[config.mk]
export PLATFORM = sky130hd
export DESIGN_NAME = rgb_bus_fmt
export DESIGN_NICKNAME = d
export VERILOG_FILES = /design/src/rtl/rgb_fmt_pkg.sv /design/src/rtl/rgb_fmt_ctrl_regs.sv /design/src/rtl/rgb_fmt_pixel_path.sv /design/src/rtl/rgb_fmt_sync_cond.sv /design/src/rtl/rgb_bus_fmt.sv
export SDC_FILE = /design/constraint.sdc
export NUM_CORES = 1
export LEC_CHECK = 0
export BUFFER_PORTS_ARGS = -buffer_cell sky130_fd_sc_hd__buf_4
export CAP_MARGIN = 0
export CORE_MARGIN = 4
export CORE_UTILIZATION = 43
export CTS_CLUSTER_DIAMETER = 200
export DETAILED_ROUTE_END_ITERATION = 12
export PLACE_DENSITY = 0.8
export RECOVER_POWER = 50
export SLEW_MARGIN = 25
export SYNTH_ARGS = -nofsm -noshare
export SYNTH_HDL_FRONTEND = slang
export SYNTH_SLANG_ARGS = --single-unit
[constraint.sdc]
create_clock -name clk -period 1.9 [get_ports clk]
set_clock_uncertainty 0.2 [all_clocks]
set_input_delay 0.475 -clock clk [delete_from_list [all_inputs] [get_ports clk]]
set_output_delay 0.475 -clock clk [all_outputs]
set_load 0.01 [all_outputs]
[src/rtl/rgb_fmt_pkg.sv]
`timescale 1ns/1ps
package rgb_fmt_pkg;

    localparam int CH_W    = 8;
    localparam int PIX_W   = 3 * CH_W;
    localparam int CFG_W   = 17;
    localparam int N_SYNC  = 3;
    localparam int DATA_W  = 32;

    typedef enum logic [1:0] {
        ORD_RGB = 2'd0,
        ORD_BGR = 2'd1,
        ORD_GRB = 2'd2,
        ORD_BRG = 2'd3
    } chan_order_e;

    typedef enum logic [2:0] {
        PK_ZERO       = 3'd0,
        PK_565_LOW    = 3'd1,
        PK_565_SPREAD = 3'd2,
        PK_565_SHIFT  = 3'd3,
        PK_666_LOW    = 3'd4,
        PK_666_SPREAD = 3'd5,
        PK_888        = 3'd6,
        PK_RSVD       = 3'd7
    } pack_e;

    // Sync vectors are ordered {hsync, vsync, data-enable}.
    typedef struct packed {
        logic              oe_mode;   // bit 16
        chan_order_e       order;     // bits 15:14
        pack_e             pack;      // bits 13:11
        logic              pclk_inv;  // bit 10
        logic [N_SYNC-1:0] inv;       // bits 9:7
        logic [N_SYNC-1:0] fall;      // bits 6:4
        logic [N_SYNC-1:0] off;       // bits 3:1
        logic              en;        // bit 0
    } ctrl_t;

    typedef struct packed {
        logic [CH_W-1:0] s0;
        logic [CH_W-1:0] s1;
        logic [CH_W-1:0] s2;
    } trio_t;

    function automatic trio_t shuffle(input logic [PIX_W-1:0] px,
                                      input chan_order_e ord);
        logic [CH_W-1:0] r, g, b;
        trio_t t;
        r = px[3*CH_W-1:2*CH_W];
        g = px[2*CH_W-1:CH_W];
        b = px[CH_W-1:0];
        case (ord)
            ORD_BGR: begin t.s0 = b; t.s1 = g; t.s2 = r; end
            ORD_GRB: begin t.s0 = g; t.s1 = r; t.s2 = b; end
            ORD_BRG: begin t.s0 = b; t.s1 = r; t.s2 = g; end
            default: begin t.s0 = r; t.s1 = g; t.s2 = b; end
        endcase
        return t;
    endfunction

    function automatic logic [PIX_W-1:0] pack_bus(input trio_t t,
                                                  input pack_e mode);
        logic [PIX_W-1:0] v;
        case (mode)
            PK_565_LOW:    v = {8'b0, t.s0[CH_W-1 -: 5], t.s1[CH_W-1 -: 6],
                                t.s2[CH_W-1 -: 5]};
            PK_565_SPREAD: v = {3'b0, t.s0[CH_W-1 -: 5], 2'b0, t.s1[CH_W-1 -: 6],
                                3'b0, t.s2[CH_W-1 -: 5]};
            PK_565_SHIFT:  v = {2'b0, t.s0[CH_W-1 -: 5], 3'b0, t.s1[CH_W-1 -: 6],
                                2'b0, t.s2[CH_W-1 -: 5], 1'b0};
            PK_666_LOW:    v = {6'b0, t.s0[CH_W-1 -: 6], t.s1[CH_W-1 -: 6],
                                t.s2[CH_W-1 -: 6]};
            PK_666_SPREAD: v = {2'b0, t.s0[CH_W-1 -: 6], 2'b0, t.s1[CH_W-1 -: 6],
                                2'b0, t.s2[CH_W-1 -: 6]};
            PK_888:        v = {t.s0, t.s1, t.s2};
            default:       v = '0;
        endcase
        return v;
    endfunction

endpackage

[src/rtl/rgb_fmt_ctrl_regs.sv]
`timescale 1ns/1ps
module rgb_fmt_ctrl_regs
    import rgb_fmt_pkg::*;
#(
    parameter int          ADDR_W    = 4,
    parameter int          CTRL_ADDR = 0,
    parameter logic [31:0] ID_WORD   = 32'h0064_7069
) (
    input  logic              clk,
    input  logic              rst,
    input  logic              we,
    input  logic [ADDR_W-1:0] addr,
    input  logic [DATA_W-1:0] wdata,
    output logic [DATA_W-1:0] rdata,
    output ctrl_t             ctrl
);
    localparam logic [ADDR_W-1:0] CTRL_SEL = ADDR_W'(CTRL_ADDR);
    localparam int                PAD_W    = DATA_W - CFG_W;

    logic hit;
    logic [PAD_W-1:0] unused_wdata_hi;

    assign hit             = (addr == CTRL_SEL);
    assign unused_wdata_hi = wdata[DATA_W-1:CFG_W];

    always_ff @(posedge clk) begin
        if (rst) begin
            ctrl <= '0;
        end else if (we && hit) begin
            ctrl <= ctrl_t'(wdata[CFG_W-1:0]);
        end
    end

    always_comb begin
        if (hit) rdata = {{PAD_W{1'b0}}, ctrl};
        else     rdata = ID_WORD;
    end

    AST_WR_STORES: assert property (@(posedge clk) disable iff (rst)
        (we && hit) |=> (ctrl == ctrl_t'($past(wdata[CFG_W-1:0]))));
    AST_FOREIGN_WR_IGNORED: assert property (@(posedge clk) disable iff (rst)
        (we && !hit) |=> $stable(ctrl));
    AST_ID_ON_OTHER_ADDR: assert property (@(posedge clk) disable iff (rst)
        (!hit) |-> (rdata == ID_WORD));

endmodule

[src/rtl/rgb_fmt_pixel_path.sv]
`timescale 1ns/1ps
module rgb_fmt_pixel_path
    import rgb_fmt_pkg::*;
(
    input  logic             clk,
    input  logic             rst,
    input  logic             clr,
    input  logic [PIX_W-1:0] pix_in,
    input  chan_order_e      order,
    input  pack_e            pack,
    output logic [PIX_W-1:0] bus_q
);
    trio_t            slots;
    logic [PIX_W-1:0] packed_d;

    always_comb begin
        slots    = shuffle(pix_in, order);
        packed_d = pack_bus(slots, pack);
    end

    always_ff @(posedge clk) begin
        if (clr) bus_q <= '0;
        else     bus_q <= packed_d;
    end

    AST_EMPTY_FORMAT_ZERO: assert property (@(posedge clk) disable iff (rst)
        (!clr && (pack == PK_ZERO || pack == PK_RSVD)) |=> (bus_q == '0));
    AST_STRAIGHT_PASS: assert property (@(posedge clk) disable iff (rst)
        (!clr && pack == PK_888 && order == ORD_RGB) |=> (bus_q == $past(pix_in)));
    AST_CLEAR_ZERO: assert property (@(posedge clk) disable iff (rst)
        clr |=> (bus_q == '0));

endmodule

[src/rtl/rgb_fmt_sync_cond.sv]
`timescale 1ns/1ps
module rgb_fmt_sync_cond (
    input  logic clk,
    input  logic rst,
    input  logic clr,
    input  logic sig_in,
    input  logic inv,
    input  logic fall,
    input  logic off,
    output logic sig_out
);
    logic lvl_d;
    logic rise_q;
    logic fall_q;

    assign lvl_d = off ? inv : (sig_in ^ inv);

    always_ff @(posedge clk) begin
        if (clr) rise_q <= 1'b0;
        else     rise_q <= lvl_d;
    end

    always_ff @(negedge clk) begin
        if (clr) fall_q <= 1'b0;
        else     fall_q <= rise_q;
    end

    assign sig_out = fall ? fall_q : rise_q;

    AST_OFF_IDLE_LEVEL: assert property (@(posedge clk) disable iff (rst)
        (!clr && off) |=> (rise_q == $past(inv)));
    AST_INVERT_LEVEL: assert property (@(posedge clk) disable iff (rst)
        (!clr && !off) |=> (rise_q == ($past(sig_in) ^ $past(inv))));
    AST_HALF_CYCLE_COPY: assert property (@(posedge clk) disable iff (rst)
        (!clr) |-> (fall_q == rise_q));

endmodule

[src/rtl/rgb_bus_fmt.sv]
`timescale 1ns/1ps
module rgb_bus_fmt
    import rgb_fmt_pkg::*;
#(
    parameter int          ADDR_W    = 4,
    parameter int          CTRL_ADDR = 0,
    parameter logic [31:0] ID_WORD   = 32'h0064_7069
) (
    input  logic              clk,
    input  logic              rst,
    input  logic              cfg_we,
    input  logic [ADDR_W-1:0] cfg_addr,
    input  logic [31:0]       cfg_wdata,
    output logic [31:0]       cfg_rdata,
    input  logic [23:0]       pix_in,
    input  logic              hs_in,
    input  logic              vs_in,
    input  logic              de_in,
    output logic              pclk_out,
    output logic [23:0]       bus_out,
    output logic              hs_out,
    output logic              vs_out,
    output logic              de_out
);
    ctrl_t             ctrl;
    logic              dp_clr;
    logic [N_SYNC-1:0] sync_in;
    logic [N_SYNC-1:0] sync_out;
    logic              unused_oe_mode;

    rgb_fmt_ctrl_regs #(
        .ADDR_W    (ADDR_W),
        .CTRL_ADDR (CTRL_ADDR),
        .ID_WORD   (ID_WORD)
    ) regs_i (
        .clk   (clk),
        .rst   (rst),
        .we    (cfg_we),
        .addr  (cfg_addr),
        .wdata (cfg_wdata),
        .rdata (cfg_rdata),
        .ctrl  (ctrl)
    );

    assign dp_clr         = rst | ~ctrl.en;
    assign unused_oe_mode = ctrl.oe_mode;

    rgb_fmt_pixel_path pix_i (
        .clk    (clk),
        .rst    (rst),
        .clr    (dp_clr),
        .pix_in (pix_in),
        .order  (ctrl.order),
        .pack   (ctrl.pack),
        .bus_q  (bus_out)
    );

    assign sync_in = {hs_in, vs_in, de_in};

    for (genvar j = 0; j < N_SYNC; j++) begin : g_sync
        rgb_fmt_sync_cond cond_i (
            .clk     (clk),
            .rst     (rst),
            .clr     (dp_clr),
            .sig_in  (sync_in[j]),
            .inv     (ctrl.inv[j]),
            .fall    (ctrl.fall[j]),
            .off     (ctrl.off[j]),
            .sig_out (sync_out[j])
        );
    end

    assign {hs_out, vs_out, de_out} = sync_out;
    assign pclk_out = ctrl.en & (clk ^ ctrl.pclk_inv);

    AST_GATE_QUIET: assert property (@(posedge clk) disable iff (rst)
        (!ctrl.en) |=> (bus_out == '0 && sync_out == '0));
    AST_CLOCK_GATED: assert property (@(posedge clk) disable iff (rst)
        (!ctrl.en) |-> (pclk_out == 1'b0));

endmodule

==> flow_summary.toml, run 1 <==
[finish]
fill_cells = 513
diodes = 0
synthToLayoutAreaGrowth_pct = 51.41
nets = 533
drive_gt1_share_pct = 40.81

[timing]
holdWs_ps = 83.93
slew_headroom_pct = 61.64
layout_setup_ws_ps = -911.2
finalHoldViolCount = 0
final_max_slew_viol_count = 0
finalSetupViolations = 27
tightest_slew_ps = 559.4
rsz0062_at_grt = "true"

[pwr]
p_leak_nw = 1.677
finalPower_mw = 2.117
power.density_mw_per_mm2 = 499.1
ir_drop_mv = 0.3541

[floorplanning]
die_h_um = 88.72
num_io_pins = 126
die_x_um = 88.72
rows = 29
start_util_pct = 44.12
core_mm2 = 0.006350
dieArea_mm2 = 0.007870

[critical_path]
crit_path_start = "g_sync[2].cond_i.fall_q$_SDFF_NP0_"
cp-start-kind = "flop"
end_kind = "output pin"
path_class = "flop to output pin"
worstPathCellList = "mux2_4, buf_6"
critPathSlowestCell = "dfxtp_1"
cp_max_fo = 1
r2r_slack_ps = -60
cp.arrival_ps = 2140
r2r_cells = 4
r2r-start = "regs_i.ctrl[15]$_SDFFE_PP0P_"
cp_num_buf_inv = 1
crit_end = "hs_out"
worstPathRequired_ps = 1220
crit_cells = 2
worstReg2RegEnd = "pix_i.bus_q[20]$_SDFF_PP0_"
path_delay_family = "flip-flops"
cp_slowest_stage_delay_ps = 300

[synthesis]
synthArstFlopShare_pct = 0
syn_inst = 331
ys_top_cells_by_area = "dfxtp_1, nand2_1, mux2i_1, mux2_2, buf_4"
synth_top_family_by_area = "compound AO/OA/AOI/OAI gates"
synthSimpleGateAreaFrac_pct = 20.10
yosysSeqAreaShare_pct = 33.59
ys.flop_type = "dfxtp_1"
synthDistinctLibCells = 54
synthXorXnorAreaFrac_pct = 1.251
synthesis.area_mm2 = 0.002801
synth_top_area_share_pct = 33.59
synth_seq_cells = 47
yosysTopAreaCell = "dfxtp_1"
avgSynthCellArea_um2 = 8.464
muxShareOfSynthArea_pct = 15.72
yosysWarnings = 0
synth_compound_area_share_pct = 20.23
synth_edf_count = 0
synthAdderAreaFrac_pct = 0

[global_route]
antenna_found_initial = 0
grt_pass1_vias = 3089
overflow = 0
grt_max_degree = 20
track_usage_pct = 26.65
grt_pass1_wl_um = 15860

[detailed_routing]
drtIter0Drc = 246
drcViolationCount = 0
wirelength_um = 10470
drt_first_pass_iters = 6
routed-via-count = 3131
viasPerCell = 5.745
ant_nets = 0
wl_per_cell_um = 19.21

[clock_tree]
cts-hold-fix-buffers = 0
cts_tree = "done"
clk_pin_slew_worst_paths_ps = 100
worstSkewPairLatency_ps = 420

[placed_design]
hpwl_um = 7318
portBuffers = 98
gp_congestion = 0.9439

[job]
maxCapViolations = 0

[outcome]
failed_checks = "setup timing"
status = "finished, violations left"

[worst_hold_path]
hp-class = "input port to flop"
-- flip-flops by register name (all words and copies together), names as in the netlist --
name,count
g_sync.cond_i.fall_q,3
g_sync.cond_i.rise_q,3
pix_i.bus_q,24
regs_i.ctrl,17
-- worst min path at each step --
stage | startpoint | cells after the start | slack, ps | to
final | cfg_wdata[2] | 3 | 80 | regs_i.ctrl[2]$_SDFFE_PP0P_
after global routing | cfg_wdata[12] | 3 | 90 | regs_i.ctrl[12]$_SDFFE_PP0P_
after CTS | cfg_wdata[2] | 3 | 90 | regs_i.ctrl[2]$_SDFFE_PP0P_
after detailed placement | regs_i.ctrl[16]$_SDFFE_PP0P_ | 2 | 250 | regs_i.ctrl[16]$_SDFFE_PP0P_
after global placement | regs_i.ctrl[16]$_SDFFE_PP0P_ | 2 | 250 | regs_i.ctrl[16]$_SDFFE_PP0P_
after floorplan | regs_i.ctrl[16]$_SDFFE_PP0P_ | 2 | 240 | regs_i.ctrl[16]$_SDFFE_PP0P_
-- metrics by stage --
step | cell area [um^2] | setup TNS [ps] | util, % | instances | worst slack [ps]
after global placement | 3914 | -5161 | 61.64 | 527 | -385.9
after floorplan | 2930 | -2257 | - | 342 | -260.8
after global routing | 4242 | -10100 | 66.80 | 545 | -927.6
after detailed placement | 3914 | -5556 | 61.64 | 527 | -410.7
final | 4242 | -8344 | 66.80 | 545 | -911.2
after CTS | 4347 | -5842 | 68.45 | 547 | -887.4
-- cells in the final DEF (no fill, tap or decap), types with 3 or more instances in the layout --
cell,count
buf_6,27
nor2b_1,7
nand2_1,42
and2_4,10
buf_12,4
nor2_1,19
mux2i_2,4
o21ai_0,12
mux2i_1,12
a22oi_1,4
clkbuf_1,27
conb_1,12
o22ai_1,8
a211oi_1,3
dfxtp_2,3
clkbuf_8,7
nand2b_4,4
a2bb2oi_1,4
xnor2_1,3
mux2_4,4
a221oi_1,5
a21oi_1,21
nand2b_1,8
nand3_1,8
and2_1,4
dfxtp_1,42
mux4_2,4
inv_1,8
mux2_2,9
nand2_4,3
buf_4,89
-- report_power, final --
part	leakage, nW	internal [mW]	switching [mW]
registers	0.382	0.988	0.00652
logic	1.20	0.187	0.171
clock network	0.0911	0.360	0.405
-- worst min-delay path, stage by stage --
cell	delay [ps]
buf_4	110
nand2_1	40
a21oi_1	50
-- metal layers --
layer | track usage, % | share of wire, % | vias to the layer above
met4 | 10.99 | 2.9 | 0
met1 | 31.81 | 39 | 1498
met2 | 44.26 | 50 | 173
met5 | 0 | 0 | -
met3 | 8.287 | 8.1 | 33
li1 | - | - | 1427
-- synthesized netlist by cell type (4+ instances only) --
cell type,count
dfxtp_1,47
mux2i_1,16
a2bb2oi_1,4
o21ai_0,12
buf_4,17
a21oi_1,23
clkbuf_1,13
nand3_1,8
mux2_2,13
a22oi_1,4
nor2_1,20
a221oi_1,7
nand2_1,45
and2_1,14
nor2b_1,8
buf_2,5
nand2b_1,12
inv_1,7
o22ai_1,8
-- cells by family (layout without fill, tap and decap cells) --
family | count (synthesis) | in the layout
flip-flops | 47 | 47
buffers and inverters | 46 | 172
other | 1 | 12
AO/OA/AOI/OAI | 83 | 83
multiplexers | 35 | 35
AND/OR/NAND/NOR | 115 | 115
XOR/XNOR | 4 | 4
-- area by class of cell --
type                       instances  area [um^2]  share of cell area, %
multi-input combinational        249         1804                  42.54
tap                               77        96.34                  2.271
clock inverter                     6        26.28                 0.6195
clock buffer                       8        107.6                  2.537
timing repair buffer             150         1212                  28.58
inverter                           8        42.54                  1.003
sequential                        47        952.2                  22.45
-- what timing repair did --
action,4_1_cts,5_1_grt
cloned,4,0
setup buffers,4,0
pin swaps,7,3
resized for setup,49,18
setup endpoints to repair,36,37
Power figures use the tool's default switching activity.
==> run 2, diff against run 1 <==
- CELL_PAD_IN_SITES_DETAIL_PLACEMENT: default -> 2
- CELL_PAD_IN_SITES_GLOBAL_PLACEMENT: default -> 2
- CORE_UTILIZATION: 43 -> 23
- PLACE_DENSITY: 0.8 -> default
- PLACE_DENSITY_LB_ADDON: default -> 0.1
==> run 2 against run 1 <==
Compared with the run above:
- the flow still finishes with violations (setup timing)
- largest power group is now clock
- non-clock buffer count up 11
- design area is 8.1% higher
- die area is 78% higher
- cell count increased by 15%
- worst hold slack improved by 25 ps
==> flow_summary.toml, run 2 (synthesized netlist as in run 1, its figures left out) <==
[clock_tree]
clk_pin_slew_worst_paths_ps = 70
cts-hold-fix-buffers = 0
cts_tree = "done"
worstSkewPairLatency_ps = 410

[global_route]
grt_pass1_wl_um = 19240
grt_max_degree = 28
overflow = 0
grt_pass1_vias = 3310
track_usage_pct = 17.85
antenna_found_initial = 0

[finish]
fin_area_mm2 = 0.004587
synthToLayoutAreaGrowth_pct = 63.73
drive_gt1_share_pct = 43.22
fill_cells = 1343
largest_reg_flops = 24
reg_top3 = "pix_i.bus_q (24), regs_i.ctrl (17)"
layout_commonest_cell = "buf_4"
regMostFlops = "pix_i.bus_q"
multi_input_area_mm2 = 0.001849
nets = 544
final_cell_mix = "buf_4, dfxtp_1, nand2_1, buf_6, clkbuf_1"
diodes = 0
seq_area_um2 = 945.9

[timing]
final_max_slew_viol_count = 0
holdWs_ps = 108.5
finalHoldViolCount = 0
finalSetupViolations = 27
layout_setup_ws_ps = -898.0
rsz0062_at_grt = "true"

[pwr]
ir_drop_mv = 0.2948
switching_share_pct = 24.56
finalPower_mw = 2.669
netSwitchingPower_uw = 655.5
power.density_mw_per_mm2 = 581.8
seq_power_share_pct = 37.3
p_leak_nw = 1.811
combPwrFrac_pct = 14.4
p_int_mw = 2.013
pwr-share-clk_pct = 48.3

[critical_path]
worstPathRequired_ps = 1220
cp-start-kind = "flop"
path_class = "flop to output pin"
end_kind = "output pin"
cp_max_fo = 1
cp.arrival_ps = 2120

[detailed_routing]
wirelength_um = 12630
drtIter0Drc = 94
routed-via-count = 3059
viasPerCell = 4.887
drcViolationCount = 0
ant_nets = 0
wl_per_cell_um = 20.18
drt_first_pass_iters = 4

[floorplanning]
core_mm2 = 0.01196
num_io_pins = 126
start_util_pct = 23.42
die_x_um = 118.4
dieArea_mm2 = 0.01401
rows = 40
die_h_um = 118.4

[placed_design]
hpwl_um = 9410
post_dp_cell_area_mm2 = 0.004106
dp_slack_ps = -393.8
gp_congestion = 0.8664
portBuffers = 98

[outcome]
failed_checks = "setup timing"
status = "finished, violations left"

[worst_hold_path]
hp-class = "input port to flop"

[job]
maxCapViolations = 0
run 2: cell count changes in the layout (fill, tap and decap cells not counted), moves of 3 or more:
cell       previous run  this run
clkbuf_8              7         0
mux2_2                9         6
mux2_4                4         7
clkbuf_16             0         9
buf_4                89        97
run 2: layout make-up:
| type | count | area share, % |
|---|---|---|
| multi-input combinational | 249 | 40.32 |
| timing repair buffer | 161 | 28.89 |
| sequential | 47 | 20.62 |
| clock buffer | 9 | 4.146 |
| tap | 147 | 4.010 |
| clock inverter | 5 | 1.091 |
| inverter | 8 | 0.9274 |
run 2: critical path, cell delays in order (launching register included):
cell	delay, ps
dfxtp_1	290
mux2_4	260
buf_6	120
run 2: stage by stage:
stage / TNS, ps / instances / utilization (%)
after floorplan: -2257 / 342 / -
after global placement: -6889 / 606 / 34.33
after detailed placement: -8145 / 606 / 34.33
after CTS: -6298 / 624 / 38.49
after global routing: -8517 / 626 / 38.35
final: -6188 / 626 / 38.35
run 2: worst paths after layout:
| kind | start | end | slack [ps] | cells past startpoint |
|---|---|---|---|---|
| hold reg to reg | regs_i.ctrl[2]$_SDFFE_PP0P_ | regs_i.ctrl[2]$_SDFFE_PP0P_ | 290 | 2 |
| setup reg to reg | regs_i.ctrl[15]$_SDFFE_PP0P_ | pix_i.bus_q[20]$_SDFF_PP0_ | -20 | 6 |
| hold / removal | cfg_wdata[9] | regs_i.ctrl[9]$_SDFFE_PP0P_ | 110 | 3 |
| setup / recovery | g_sync[2].cond_i.fall_q$_SDFF_NP0_ | hs_out | -900 | 2 |
run 2: layer usage:
layer  vias to the layer above  part of all wire, %  wire length [um]  track usage, %
met5                         -                    0                 0               0
met4                         0                  1.2               155           5.201
met3                        12                  4.5               565           4.163
met2                        81                   49              6177           29.90
met1                      1516                   45              5734           22.84
li1                       1450                    -                 -               -
run 2: power groups by stage:
stage | sequential (mW) | clock, mW | combinational (mW)
2_1_floorplan | 1.02 | 0.0269 | 0.164
3_3_place_gp | 1.02 | 0.0275 | 0.333
3_5_place_dp | 1.02 | 0.0275 | 0.339
4_1_cts | 0.995 | 1.32 | 0.376
5_1_grt | 0.996 | 1.38 | 0.415
6_report | 0.996 | 1.29 | 0.385
run 2: repair_timing:
action	CTS	global route
pin swaps	3	3
resized for setup	49	23
endpoints found under the setup margin	36	40
setup buffers	5	2
cloned	2	2
==> run 3, diff against run 2 <==
- GPL_TIMING_DRIVEN: default -> 0
==> run 3 against run 2 <==
Compared with the run above:
- the run still ends with setup timing left
- register-to-register slack about the same
- worst setup slack worse by 4.6 ps
- worst hold slack better by 7.2 ps
- sequential cell count unchanged
- die area unchanged
- design area up 2.3%
- largest cell class unchanged
==> flow_summary.toml, run 3 (synthesized netlist as in run 1, its figures left out) <==
[outcome]
status = "finished, violations left"
failed_checks = "setup timing"

[finish]
drive_gt1_share_pct = 46.79
fin_area_mm2 = 0.004695
final_util_pct = 39.25
diodes = 0
final_cell_mix = "buf_4, dfxtp_1, nand2_1, buf_6, clkbuf_1"
layout_commonest_cell = "buf_4"
synthToLayoutAreaGrowth_pct = 67.57
largest_reg_flops = 24
nets = 533
reg_top3 = "pix_i.bus_q (24), regs_i.ctrl (17)"
fin_cells = 615
fill_cells = 1339
regMostFlops = "pix_i.bus_q"

[critical_path]
worstReg2RegEnd = "pix_i.bus_q[17]$_SDFF_PP0_"
r2r_slack_ps = -30
cp_max_fo = 1
cp-start-kind = "flop"
r2r_cells = 6
worstPathRequired_ps = 1220
end_kind = "output pin"
cp.arrival_ps = 2130
path_class = "flop to output pin"
r2r-start = "regs_i.ctrl[15]$_SDFFE_PP0P_"

[worst_hold_path]
holdPathEnd = "regs_i.ctrl[0]$_SDFFE_PP0P_"
hold_depth = 3
hp-class = "input port to flop"
hold_start = "cfg_wdata[0]"

[timing]
rsz0062_at_grt = "true"
layout_setup_ws_ps = -902.6
finalHoldViolCount = 0
slew_headroom_pct = 57.27
finalSetupViolations = 36
tightest_slew_ps = 640.9
final_max_slew_viol_count = 0

[global_route]
met3_usage_pct = 4.593
track_usage_pct = 18.74
grt_busiest_layer = "met2"
grt_pass1_wl_um = 20310
use_met2_pct = 31.08
antenna_found_initial = 0
grt_pass1_vias = 3437
overflow = 0
gr-usage-met1_pct = 23.57
grt_max_degree = 16

[pwr]
ir_drop_mv = 0.3280
p_leak_nw = 1.776
power.density_mw_per_mm2 = 607.1

[placed_design]
post_dp_cell_area_mm2 = 0.003850
portBuffers = 98
dp_slack_ps = -662.9
dp.cells = 587
hpwl_um = 9081
gp_congestion = 0.8779

[detailed_routing]
ant_nets = 0
drt_first_pass_iters = 4
viasPerCell = 5.055
wl_per_cell_um = 21.56
routed-via-count = 3109
drtIter0Drc = 115
drcViolationCount = 0
wirelength_um = 13260

[job]
maxCapViolations = 0

[clock_tree]
worstSkewPairLatency_ps = 400
clk_pin_slew_worst_paths_ps = 70
cts_tree = "done"

[floorplanning]
die_h_um = 118.4
dieArea_mm2 = 0.01401
core_mm2 = 0.01196
num_io_pins = 126
die_x_um = 118.4
rows = 40
start_util_pct = 23.42
## run 3: cell types whose count changed in the layout (fill, tap and decap cells not counted), moves of 4 or more
| cell | previous run | this run |
|---|---|---|
| a21oi_2 | 2 | 6 |
| mux2i_2 | 6 | 2 |
| buf_12 | 6 | 1 |
| a21oi_1 | 21 | 16 |
| buf_4 | 97 | 74 |
| buf_6 | 28 | 36 |
| mux2i_4 | 1 | 7 |
## run 3: final cells by class
type | count | area, um^2 | area share (%)
timing repair buffer | 116 | 913.4 | 19.46
clock inverter | 6 | 80.08 | 1.706
multi-input combinational | 249 | 2033 | 43.31
clock buffer | 8 | 186.4 | 3.971
buffer | 34 | 299.0 | 6.370
tap | 147 | 183.9 | 3.918
sequential | 47 | 945.9 | 20.15
inverter | 8 | 52.55 | 1.119
## run 3: stage by stage
stage	setup TNS [ps]	total power [mW]	hold slack [ps]
after global placement	-26830	1.362	243.7
after floorplan	-2257	1.206	236.8
after global routing	-12320	2.971	121.4
after detailed placement	-27340	1.366	259.9
after CTS	-6108	2.835	111.3
final	-9291	2.850	115.7
## run 3: critical path: stages (launching register included)
cell     delay, ps
dfxtp_1        300
mux2_4         260
buf_6          120
## run 3: worst max-delay path by stage
stage	from	to	slack (ps)	depth (start not counted)
floorplan	g_sync[0].cond_i.fall_q$_SDFF_NP0_	de_out	-260	1
global placement	cfg_addr[2]	cfg_rdata[22]	-650	6
detailed placement	cfg_addr[2]	cfg_rdata[22]	-660	6
CTS	g_sync[2].cond_i.fall_q$_SDFF_NP0_	hs_out	-920	2
global route	g_sync[2].cond_i.fall_q$_SDFF_NP0_	hs_out	-940	2
finish	g_sync[2].cond_i.fall_q$_SDFF_NP0_	hs_out	-900	2
## run 3: repair_timing
item | 4_1_cts | 5_1_grt
buffers inserted | 18 | 1
gates cloned | 1 | 0
pin swaps | 15 | 12
setup endpoints to repair | 58 | 59
hold buffers | 0 | 0
gates resized for setup | 95 | 45
## run 3: power by group
| group | internal [mW] | total (mW) | switching (mW) | leakage, nW |
|---|---|---|---|---|
| combinational | 0.206 | 0.410 | 0.205 | 1.24 |
| clock | 0.964 | 1.45 | 0.483 | 0.152 |
| sequential | 0.989 | 0.993 | 0.00416 | 0.380 |
| total | 2.16 | 2.85 | 0.692 | 1.78 |
## run 3: layer usage
metal	share of wire [%]	routed length (um)
met5	0	0
met4	2.0	262
met3	5.7	758
met2	49	6471
met1	44	5770
